**src/rtl/eag_pkg.sv**
```systemverilog
package eag_pkg;

    typedef enum logic [3:0] {
        MD_NONE  = 4'd0,
        MD_ACCUM = 4'd1,
        MD_IMMED = 4'd2,
        MD_ZP    = 4'd3,
        MD_ZPX   = 4'd4,
        MD_ZPY   = 4'd5,
        MD_REL   = 4'd6,
        MD_ABS   = 4'd7,
        MD_ABSX  = 4'd8,
        MD_ABSY  = 4'd9,
        MD_PTR   = 4'd10,
        MD_PREX  = 4'd11,
        MD_POSTY = 4'd12
    } mode_e;

    typedef enum logic [2:0] {
        ST_IDLE,
        ST_OP0,
        ST_OP1,
        ST_PTR0,
        ST_PTR1,
        ST_FETCH,
        ST_FIN
    } state_e;

endpackage

```
**src/rtl/eag_ctrl.sv**
```systemverilog
module eag_ctrl
    import eag_pkg::*;
(
    input  logic         clk,
    input  logic         rst_n,
    input  logic         start,
    input  logic [3:0]   mode_in,
    output state_e       state,
    output mode_e        mode_q
);

    state_e state_nx;
    mode_e  mode_cur;

    assign mode_cur = mode_e'(mode_in);

    // state register and latched mode
    always_ff @(posedge clk or negedge rst_n) begin
        if (!rst_n) begin
            state  <= ST_IDLE;
            mode_q <= MD_NONE;
        end else begin
            state <= state_nx;
            if (state == ST_IDLE && start) begin
                mode_q <= mode_cur;
            end
        end
    end

    always_comb begin
        state_nx = state;
        unique case (state)
            ST_IDLE: begin
                if (start) begin
                    unique case (mode_cur)
                        MD_IMMED, MD_ZP, MD_ZPX, MD_ZPY, MD_REL,
                        MD_ABS, MD_ABSX, MD_ABSY, MD_PTR,
                        MD_PREX, MD_POSTY: state_nx = ST_OP0;
                        default:           state_nx = ST_FIN;
                    endcase
                end
            end
            ST_OP0: begin
                unique case (mode_q)
                    MD_ZP, MD_ZPX, MD_ZPY:      state_nx = ST_FETCH;
                    MD_ABS, MD_ABSX, MD_ABSY,
                    MD_PTR:                     state_nx = ST_OP1;
                    MD_PREX, MD_POSTY:          state_nx = ST_PTR0;
                    default:                    state_nx = ST_FIN;
                endcase
            end
            ST_OP1: begin
                if (mode_q == MD_PTR) state_nx = ST_PTR0;
                else                  state_nx = ST_FETCH;
            end
            ST_PTR0:  state_nx = ST_PTR1;
            ST_PTR1:  state_nx = ST_FETCH;
            ST_FETCH: state_nx = ST_FIN;
            ST_FIN:   state_nx = ST_IDLE;
            default:  state_nx = ST_IDLE;
        endcase
    end

endmodule

```
**src/rtl/eag_path.sv**
```systemverilog
module eag_path
    import eag_pkg::*;
#(
    parameter int DATA_W = 8,
    localparam int ADDR_W = 2 * DATA_W
)(
    input  logic              clk,
    input  logic              rst_n,
    input  logic              start,
    input  logic [3:0]        mode_in,
    input  state_e            state,
    input  mode_e             mode_q,
    input  logic [ADDR_W-1:0] pc_in,
    input  logic [DATA_W-1:0] x_in,
    input  logic [DATA_W-1:0] y_in,
    input  logic [DATA_W-1:0] a_in,
    input  logic [DATA_W-1:0] mem_rdata,
    output logic [ADDR_W-1:0] mem_addr,
    output logic              mem_rd,
    output logic              done,
    output logic [ADDR_W-1:0] ea,
    output logic [DATA_W-1:0] operand,
    output logic [ADDR_W-1:0] pc_out,
    output logic              acc_wb
);

    localparam logic [DATA_W-1:0] ZPAGE = '0;

    logic [ADDR_W-1:0] pc_q, ptr_q, ea_q;
    logic [DATA_W-1:0] x_q, y_q, lo_q, opnd_q;
    logic              acc_q;

    logic [DATA_W-1:0] zp_x, zp_y, ptr_lo_nx;
    logic [ADDR_W-1:0] word, word_x, word_y;

    assign zp_x      = mem_rdata + x_q;
    assign zp_y      = mem_rdata + y_q;
    assign ptr_lo_nx = ptr_q[DATA_W-1:0] + 1'b1;
    assign word      = {mem_rdata, lo_q};
    assign word_x    = word + {ZPAGE, x_q};
    assign word_y    = word + {ZPAGE, y_q};

    // read address per state; pointer high fetch stays in its page
    always_comb begin
        mem_rd   = 1'b1;
        mem_addr = '0;
        unique case (state)
            ST_OP0, ST_OP1: mem_addr = pc_q;
            ST_PTR0:        mem_addr = ptr_q;
            ST_PTR1:        mem_addr = {ptr_q[ADDR_W-1:DATA_W], ptr_lo_nx};
            ST_FETCH:       mem_addr = ea_q;
            default:        mem_rd   = 1'b0;
        endcase
    end

    // output and working registers
    always_ff @(posedge clk or negedge rst_n) begin
        if (!rst_n) begin
            pc_q   <= '0;
            ptr_q  <= '0;
            ea_q   <= '0;
            x_q    <= '0;
            y_q    <= '0;
            lo_q   <= '0;
            opnd_q <= '0;
            acc_q  <= 1'b0;
        end else begin
            unique case (state)
                ST_IDLE: begin
                    if (start) begin
                        pc_q  <= pc_in;
                        x_q   <= x_in;
                        y_q   <= y_in;
                        ea_q  <= '0;
                        ptr_q <= '0;
                        if (mode_e'(mode_in) == MD_ACCUM) begin
                            acc_q  <= 1'b1;
                            opnd_q <= a_in;
                        end else begin
                            acc_q  <= 1'b0;
                            opnd_q <= '0;
                        end
                    end
                end
                ST_OP0: begin
                    pc_q <= pc_q + 1'b1;
                    lo_q <= mem_rdata;
                    unique case (mode_q)
                        MD_IMMED: begin
                            ea_q   <= pc_q;
                            opnd_q <= mem_rdata;
                        end
                        MD_REL: begin
                            ea_q   <= {{DATA_W{mem_rdata[DATA_W-1]}}, mem_rdata};
                            opnd_q <= mem_rdata;
                        end
                        MD_ZP:    ea_q  <= {ZPAGE, mem_rdata};
                        MD_ZPX:   ea_q  <= {ZPAGE, zp_x};
                        MD_ZPY:   ea_q  <= {ZPAGE, zp_y};
                        MD_PREX:  ptr_q <= {ZPAGE, zp_x};
                        MD_POSTY: ptr_q <= {ZPAGE, mem_rdata};
                        default: ;
                    endcase
                end
                ST_OP1: begin
                    pc_q <= pc_q + 1'b1;
                    unique case (mode_q)
                        MD_ABSX: ea_q  <= word_x;
                        MD_ABSY: ea_q  <= word_y;
                        MD_PTR:  ptr_q <= word;
                        default: ea_q  <= word;
                    endcase
                end
                ST_PTR0: lo_q <= mem_rdata;
                ST_PTR1: begin
                    if (mode_q == MD_POSTY) ea_q <= word_y;
                    else                    ea_q <= word;
                end
                ST_FETCH: opnd_q <= mem_rdata;
                default: ;
            endcase
        end
    end

    assign done    = (state == ST_FIN);
    assign ea      = ea_q;
    assign operand = opnd_q;
    assign pc_out  = pc_q;
    assign acc_wb  = acc_q;

endmodule

```
**src/rtl/ea_gen.sv**
```systemverilog
module ea_gen
    import eag_pkg::*;
#(
    parameter int DATA_W = 8,
    localparam int ADDR_W = 2 * DATA_W
)(
    input  logic              clk,
    input  logic              rst_n,
    input  logic              start,
    input  logic [3:0]        mode,
    input  logic [ADDR_W-1:0] pc_in,
    input  logic [DATA_W-1:0] x_in,
    input  logic [DATA_W-1:0] y_in,
    input  logic [DATA_W-1:0] a_in,
    output logic [ADDR_W-1:0] mem_addr,
    output logic              mem_rd,
    input  logic [DATA_W-1:0] mem_rdata,
    output logic              done,
    output logic [ADDR_W-1:0] ea,
    output logic [DATA_W-1:0] operand,
    output logic [ADDR_W-1:0] pc_out,
    output logic              acc_wb
);

    state_e state;
    mode_e  mode_q;

    eag_ctrl u_ctrl (
        .clk     (clk),
        .rst_n   (rst_n),
        .start   (start),
        .mode_in (mode),
        .state   (state),
        .mode_q  (mode_q)
    );

    eag_path #(.DATA_W(DATA_W)) u_path (
        .clk       (clk),
        .rst_n     (rst_n),
        .start     (start),
        .mode_in   (mode),
        .state     (state),
        .mode_q    (mode_q),
        .pc_in     (pc_in),
        .x_in      (x_in),
        .y_in      (y_in),
        .a_in      (a_in),
        .mem_rdata (mem_rdata),
        .mem_addr  (mem_addr),
        .mem_rd    (mem_rd),
        .done      (done),
        .ea        (ea),
        .operand   (operand),
        .pc_out    (pc_out),
        .acc_wb    (acc_wb)
    );

endmodule

```
**config.mk**
```make
export PLATFORM = sky130hd
export DESIGN_NAME = ea_gen
export DESIGN_NICKNAME = d
export VERILOG_FILES = /design/src/rtl/eag_pkg.sv /design/src/rtl/eag_ctrl.sv /design/src/rtl/eag_path.sv /design/src/rtl/ea_gen.sv
export SDC_FILE = /design/constraint.sdc
export NUM_CORES = 1
export LEC_CHECK = 0
export ABC_AREA = 1
export BUFFER_PORTS_ARGS = -buffer_cell sky130_fd_sc_hd__buf_4
export CAP_MARGIN = 20
export CORE_AREA = 2 2 133 135
export DETAILED_ROUTE_END_ITERATION = 8
export DIE_AREA = 0 0 135 137
export GPL_TIMING_DRIVEN = 0
export PLACE_DENSITY = 0.74
export SLEW_MARGIN = 20
export SYNTH_ARGS = -nofsm -noshare
export SYNTH_HDL_FRONTEND = slang
export SYNTH_HIERARCHICAL = 1
export SYNTH_SLANG_ARGS = --single-unit
```
**constraint.sdc**
```tcl
create_clock -name clk -period 2.9 [get_ports clk]
set_input_delay 0.58 -clock clk [delete_from_list [all_inputs] [get_ports clk]]
set_output_delay 0.58 -clock clk [all_outputs]
set_load 0.1 [all_outputs]
```
## Yosys cells after proc, flatten, opt, wreduce, memory -nomap -nowiden

Memories as Yosys holds them, arrays and structs flattened.
Cells that the tools add are included.

- Register bits: 88
- Latch bits: 0
- Memory bits (writable): 0
- Bits in read-only memories: 96
- Output and inout bits: 59
- Word-level logic and storage cells: 76
- Memories: 2

- Add/subtract/negate cells: 6
- Multiply operators: 0
- Divide/modulo/power cells: 0
- Magnitude comparators: 0
- Equal/unequal tests: 23
- Shift-type cells: 0
- Mux-type cells: 20
- Bitwise logic cells: 0
- Reductions and logical operators: 15

Memories:

| memory | depth | bits a word | rd ports | clocked after Yosys merged registers in | wr ports | line | source |
|---|---|---|---|---|---|---|---|
| (no name shown) | 16 | 3 | 1 | 0 | 0 | eag_ctrl.sv:35 | `unique case (mode_cur)` |
| (no name shown) | 16 | 3 | 1 | 0 | 0 | eag_ctrl.sv:44 | `unique case (mode_q)` |

Operators with widths:

| cell | count |
|---|---|
| 16-bit case mux with 4 select lines | 2 |
| 16-bit case mux with 3 select lines | 2 |
| 16-bit case mux with 5 select lines | 1 |
| 16-bit 2-to-1 mux | 4 |
| 16-bit case mux with 2 select lines | 2 |
| 16-bit by 8-bit adder with 16-bit output | 2 |
| 8-bit 2-to-1 mux | 3 |
| 8-bit case mux with 3 select lines | 1 |
| 4-bit equality test, second input constant | 5 |
| 3-bit case mux with 6 select lines | 1 |
| 16-bit by 1-bit adder with 16-bit output, second input constant | 1 |
| 8-bit adder | 2 |
| 4-bit by 3-bit equality test with 1-bit output, second input constant | 3 |
| 3-bit equality test, second input constant | 3 |
| 8-bit by 1-bit adder with 8-bit output, second input constant | 1 |
| 4-bit by 2-bit equality test with 1-bit output, second input constant | 2 |
| 4-bit AND reduction | 2 |
| 3-bit by 2-bit equality test with 1-bit output, second input constant | 2 |
| 3-bit 2-to-1 mux | 2 |
| 2-bit inequality test, second input constant | 3 |
| 6-bit by 1-bit inequality test with 1-bit output, second input constant | 1 |
| 3-bit nonzero test | 2 |
| 2-bit OR reduction | 3 |
| 5-bit OR reduction | 1 |
| other kinds (11) | 13 |

## Longest topological paths before layout

Gate-level depths: netlist of the first run.

- Depth in word-level cells: 4
- Depth in mapped cells: 16
- Mapped depth without buffers: 16

## Modules after synthesis

Netlist of the first run, hierarchy kept.

By module, submodules not included:

| module | instances | cells each | area each (um^2) | sequential area each (um^2) |
|---|---|---|---|---|
| eag_path | 1 | 1,094 | 7,101.8 | 2,026.9 |
| eag_ctrl | 1 | 73 | 451.7 | 175.2 |

## Least setup slack after synthesis of the first run

OpenSTA, ideal clock, no wires.

- Path type: register to output
- Start point: register u_ctrl.state[2]
- End point: output mem_addr[10]
- Arrival: 3.711 ns
- Path slack: -1.391 ns
- Cell stages (with the launch flop): 9
- Buffers on the path: 2
- Cell sequence: dfrtp_1 inv_1 nor3_1 buf_2 clkinv_1 clkbuf_1 nand2_1 inv_1 o21ai_0

- Cells in the longest elaborated chain, start to end: 3
- Elaborated cells between the ends (all ways): 7
- Classes of those cells: eq/ne: 5; mux: 1; reduce/logical: 1

Ends and longest elaborated chain:

| element | line | source |
|---|---|---|
| from (decl) | eag_ctrl.sv:8 | `output state_e state,` |
| from (signal assigned) | eag_ctrl.sv:23 | `state <= state_nx;` |
| 3-bit by 1-bit equality test with 1-bit output / 3-bit by 2-bit equality test with 1-bit output (equally long branches) | eag_path.sv:47 | `unique case (state)` |
| 2-bit OR reduction (no source line) | - |  |
| 16-bit case mux with 4 select lines * | eag_path.sv:47 |  |
| to (decl) | ea_gen.sv:15 | `output logic [ADDR_W-1:0] mem_addr,` |

Mark *: on every way between the ends. The rest lies on a longest branch, timed or not.

## Worst setup path in the final report of the first run

- Start point: register u_ctrl.state[0]
- End point: output mem_addr[7]

Same word-level chain as after synthesis.

==> results of run 1 <==
## path summary, 6_finish.rpt
check | start | to | slack, ps | cells after the start
worst max-delay path | u_ctrl/state[0] | mem_addr[7] | 90 | 8
max in group asynchronous | rst_n | u_path/lo_q[4] | 2080 | 2
min in group clk | y_in[7] | u_path/y_q[7] | 450 | 2
worst max register to register | u_ctrl/mode_q[0] | u_path/ea[6] | 430 | 10
worst min register to register | u_path/ptr_q[8] | u_path/ptr_q[8] | 500 | 2
worst min-delay path | rst_n | u_path/pc_out[5] | 200 | 1
## layout by cell type (no fill, tap or decap), types with 3 or more instances in the layout
master / n
nor2_2: 4
clkbuf_8: 3
nand2_1: 323
o22ai_1: 7
o21ai_1: 18
or2_2: 6
nor3_1: 11
o2111ai_1: 3
nand3_1: 119
dfrtp_2: 3
o2111ai_2: 3
dfrtp_1: 85
nand2_2: 5
a21oi_2: 4
a21oi_1: 100
o211ai_1: 17
inv_1: 140
buf_6: 14
fa_1: 4
nor3_2: 3
bufinv_16: 3
o21ai_0: 53
nand3b_1: 3
nor3_4: 3
ha_1: 32
nor2_1: 89
nand4_1: 12
clkbuf_16: 9
xnor2_1: 5
a22oi_1: 9
clkbuf_1: 17
inv_2: 7
a31oi_1: 11
buf_2: 13
mux2_2: 15
buf_4: 117
xor2_1: 5
## state kept, by name (all words and copies together), names as in the netlist
name,flops
u_path/ea,16
u_path/operand,8
u_path/acc_wb,1
u_ctrl/state,3
u_ctrl/mode_q,4
u_path/pc_out,16
u_path/lo_q,8
u_path/y_q,8
u_path/x_q,8
u_path/ptr_q,16
## Yosys cell counts, types with 5 or more instances
cell type  count  area share [%]
nand2_1      324              16
inv_1        142             7.1
nand3_1      120             8.0
a21oi_1      100             6.6
nor2_1        91             4.5
dfrtp_1       88              29
o21ai_0       59             3.9
ha_1          32             5.3
clkbuf_1      22             1.1
o211ai_1      17             1.7
mux2_2        15             2.2
nor3_1        15            0.99
buf_2         13            0.86
nand4_1       12            0.99
o21ai_1       12            0.80
a31oi_1       11            0.91
a22oi_1        9            0.89
o22ai_1        7            0.58
inv_2          6            0.30
nand2_2        6            0.50
o2111ai_1      6            0.70
or2_2          6            0.50
xnor2_1        5            0.58
xor2_1         5            0.58
## cell families after synthesis
family / count (synthesis)
simple gates: 586
compound gates: 242
buf+inv: 190
flops: 88
fa+ha+maj: 36
mux: 15
xor+xnor: 10
## what timing repair did
action | CTS | global route
setup buffers | 7 | 5
cloned | 0 | 0
resized for setup | 22 | 12
pin swaps | 2 | 3
setup endpoints to repair | 16 | 14
## per-layer routing
metal  track usage (%)  up-vias  wire length [um]
li1                  -     4156                 -
met1              38.4     3963             11400
met2              47.4      448             12200
met3              6.48       78              2590
met4              14.8        0              1280
met5                 0        -                 0
## through the flow
stage	area [um^2]	hold WS [ps]	instances	TNS, ps	setup WS [ps]
floorplan	7620	284	1167	-3910	-506
global placement	8750	469	1505	-7620	-508
detailed placement	8790	473	1507	-6720	-545
CTS	9270	219	1530	0	7.73
global route	9350	232	1534	-13.1	-12.8
finish	9350	196	1534	0	89.1
## final cells by class
cell class / instances / area, um^2 / share of cell area (%)
inverters: 151 / 579 / 6.20
multi-input cells: 889 / 4710 / 50.4
flip-flops and latches: 88 / 2210 / 23.6
repair buffers: 127 / 1020 / 10.9
plain buffers: 38 / 200 / 2.14
clock inverters: 4 / 98.8 / 1.06
clock buffers: 12 / 256 / 2.74
well taps: 225 / 282 / 3.01
==> impl_metrics.tcl, run 1 <==
set metrics [dict create \
    outcome "finished clean" \
    ant_nets 0 \
    wl_per_cell_um 18.0 \
    min_period_over_period_pct 96.9 \
    cp-end-kind "output port" \
    synthFlopType "dfrtp_1" \
    core_um2 17100 \
    critPathMaxStageDelay_ps 460 \
    place_hpwl_mm 21.5 \
    synth_cell_types 47 \
    antenna_cells 0 \
    path_cells "inv_1 > nor2_4 > clkinv_4 > nor2_4 > buf_4 > nand2_1 > o2111ai_1 > buf_6" \
    syn_nets 1258 \
    worstPathRequired_ps 2320 \
    grt_pass1_wl_mm 42.5 \
    fin_skew_ps 6.40 \
    postCtsHoldBufs 0 \
    path_class "reg -> out" \
    cts-root-buf "clkbuf_16" \
    grt_max_degree 50 \
    antenna_found_initial 0 \
    viasPerCell 5.64 \
    clock_path_buffers 2 \
    place.port_buffers 113 \
    yosys.area_share.simple_pct 32.8 \
    drc 0 \
    arrival_ps 2230 \
    place_congestion 1.01 \
    dieArea_um2 18500 \
    track_usage_pct 29.8 \
    synthMuxAreaShare_pct 2.24 \
    setup_viol 0 \
    worst_pin_slew_ps 939 \
    hold_viol_final 0 \
    synth_area_per_cell_um2 6.47 \
    die_y_um 137 \
    synth_compound_area_share_pct 18.4 \
    drtPass1Iterations 5 \
    routed_wl_mm 27.5 \
    timing.critical_path.mode_cell "nor2_4" \
    final_nets 1395 \
    final_util_pct 54.8 \
    yosys.area_share.adder_pct 6.36 \
    slew_violations 0 \
    slew_headroom_pct 37.4 \
    cp-start-kind "flop" \
    ys_warn_count 6 \
    cts_tree "done" \
    fill_cells 1718 \
    overflow 0 \
    synth_seq_cells 88 \
    postSynth.asyncResetShare_pct 100 \
    drt-initial-drc-count 947 \
    worstPathMaxFanout 10 \
    synth_top_family_by_area "simple AND/OR/NAND/NOR gates" \
    syn2layout_area_growth_pct 23.8 \
    clkSlewWorstSetupHoldPaths_ps 60 \
    vias 8645 \
    rsz0062_at_grt "yes" \
    worst-path-buf-inv 4 \
    rows 48 \
    hp-class "in -> async" \
    synth-xor-area-share_pct 1.16 \
    critPathTopFamily "buffers and inverters" \
    die_w_um 135 \
    drive_gt1_share_pct 17.3 \
    ys_seq_area_share_pct 29.2 \
    cpMaxStageDelayCell "dfrtp_2" \
    synth_edf_count 0 \
    syn_area_um2 7550 \
    initial_core_util_pct 44.3 \
    htree_levels 3 \
    cts_inserted_buffers 9 \
    netlist_instances 1167 \
    max_clock_freq_ghz 0.356 \
    clock_latency_ps 360 \
    finalCriticalPeriod_ps 2810 \
    clkSinkCount 88 \
    grt_pass1_vias 7852 \
    boundaryPins 114 \
    cap_violations 0 \
]
Power of run 1 is left out: the tool's default activity adds up to more than one toggle a clock period on the data nets, which glitch-free logic cannot reach.
==> run 2: changes to the inputs <==
==> constraint.sdc (replaced) <==
create_clock -name clk -period 3.1 [get_ports clk]
set_input_delay 0.62 -clock clk [delete_from_list [all_inputs] [get_ports clk]]
set_output_delay 0.62 -clock clk [all_outputs]
set_load 0.1 [all_outputs]
==> run 2 against run 1 <==
Die area unchanged. Utilization decreased by 0.85 points. Clock-buffer cell count stayed put. Register-to-register slack gained 190 ps. Worst setup slack got worse by 32 ps. Sequential cell count is the same. Via count increased by 0.20%. Wire length is 1.1% higher. Non-clock buffer count down 8. Largest cell class unchanged. Highest routed layer unchanged.
==> impl_metrics.tcl, run 2 (synthesized netlist as in run 1, its figures left out) <==
set metrics [dict create \
    whs_ps 335 \
    rsz0062_at_grt "yes" \
    drive_gt1_share_pct 16.4 \
    path_cells "inv_2 > nor3_4 > inv_2 > nand2_2 > inv_2 > clkbuf_1 > nor2_1 > a21oi_1 > o21ai_1 > buf_6" \
    rr_endpoint "u_path/ea[7]" \
    wl_per_cell_um 18.3 \
    arrival_ps 2420 \
    antenna_cells 0 \
    critPathTopFamily "buffers and inverters" \
    grt_max_degree 89 \
    final_cell_mix "nand2_1, inv_1, nand3_1" \
    finalCriticalPeriod_ps 3040 \
    final_common_cell "nand2_1" \
    dieArea_um2 18500 \
    grt_pass1_vias 8024 \
    outcome "finished clean" \
    drc 0 \
    worstSetupStartpoint "u_ctrl/state[1]" \
    max_clock_freq_ghz 0.329 \
    cpMaxStageDelayCell "dfrtp_2" \
    overflow 0 \
    cts_inserted_buffers 9 \
    boundaryPins 114 \
    r2r_start "u_ctrl/mode_q[0]" \
    hp-class "in -> async" \
    min_period_over_period_pct 98.1 \
    critPathMaxStageDelay_ps 470 \
    ant_nets 0 \
    crit_end "mem_addr[11]" \
    grt_pass1_wl_mm 43.2 \
    slew_violations 0 \
    slew_headroom_pct 34.4 \
    worst-path-buf-inv 5 \
    hold_viol_final 0 \
    worstPathRequired_ps 2480 \
    timing.critical_path.mode_cell "inv_2" \
    postCtsHoldBufs 0 \
    antenna_found_initial 0 \
    final.setup.tns_ps 0 \
    drt-initial-drc-count 1028 \
    htree_levels 3 \
    place_hpwl_mm 21.3 \
    place.port_buffers 113 \
    final_util_pct 54.0 \
    setup_viol 0 \
    final_nets 1387 \
    path_class "reg -> out" \
    cp_num_cells 10 \
    viasPerCell 5.68 \
    clock_path_buffers 2 \
    drtPass1Iterations 7 \
    cp-start-kind "flop" \
    place_congestion 0.983 \
    die_w_um 135 \
    core_um2 17100 \
    worst_pin_slew_ps 984 \
    cts_tree "done" \
    track_usage_pct 30.3 \
    worstRegToRegCells 10 \
    worstPathMaxFanout 10 \
    cts-root-buf "clkbuf_16" \
    clkSinkCount 88 \
    clock_latency_ps 350 \
    vias 8662 \
    r2r_setup_slack_ps 620 \
    cap_violations 0 \
    initial_core_util_pct 44.3 \
    syn2layout_area_growth_pct 21.8 \
    cp-end-kind "output port" \
    rows 48 \
    clkSlewWorstSetupHoldPaths_ps 70 \
    die_y_um 137 \
    routed_wl_mm 27.9 \
    fin_skew_ps 9.73 \
]
[run 2: routing by layer]
| metal | share of wire (%) | wire length, um | vias to the layer above | global-route usage, % |
|---|---|---|---|---|
| met4 | 4.3 | 1200 | 0 | 13.4 |
| met1 | 42 | 11600 | 3980 | 38.7 |
| li1 | - | - | 4154 | - |
| met3 | 9.1 | 2530 | 75 | 6.30 |
| met2 | 45 | 12600 | 453 | 49.5 |
| met5 | 0 | 0 | - | 0 |
[run 2: worst register-to-register path, cell delays in order (launching register included)]
cell and delay, ps:
dfrtp_1 530, nor2_1 240, nand3_1 110, clkbuf_1 300, inv_1 140, clkbuf_1 370, nand3_1 160, o211ai_1 110
nand2_1 60, nor2_1 240, a21oi_1 120
[run 2: what timing repair did]
action,in CTS,in global routing
pin swaps,2,0
hold endpoints to repair,0,0
gates resized for setup,11,10
setup buffers,2,2
setup endpoints to repair,16,14
[run 2: worst min path at each step]
stage                    startpoint  slack (ps)  depth (start not counted)                end
finish                        rst_n         330                          1  u_path/operand[0]
global route                  rst_n         400                          1  u_path/operand[0]
CTS                           rst_n         380                          1  u_path/operand[0]
detailed placement  u_path/ptr_q[8]         500                          2    u_path/ptr_q[8]
global placement    u_path/ptr_q[8]         470                          2    u_path/ptr_q[8]
floorplan                     rst_n         320                          0   u_ctrl/mode_q[0]
[run 2: area by class of cell]
class | instances | area [um^2]
fill | 1711 | 7850
tap | 225 | 282
sequential | 88 | 2210
inverter | 151 | 577
clock inverter | 4 | 76.3
clock buffer | 12 | 256
timing repair buffer | 118 | 923
buffer | 39 | 201
multi-input combinational | 889 | 4680
[run 2: through the flow]
step           setup WS (ps)  std cells  area (um^2)
6_report                57.5       1526         9200
5_1_grt                -57.2       1526         9200
4_1_cts                -2.44       1524         9150
3_5_place_dp            -349       1506         8770
3_3_place_gp            -349       1505         8750
2_1_floorplan           -346       1167         7620
Power of run 2 is left out for the same reason.
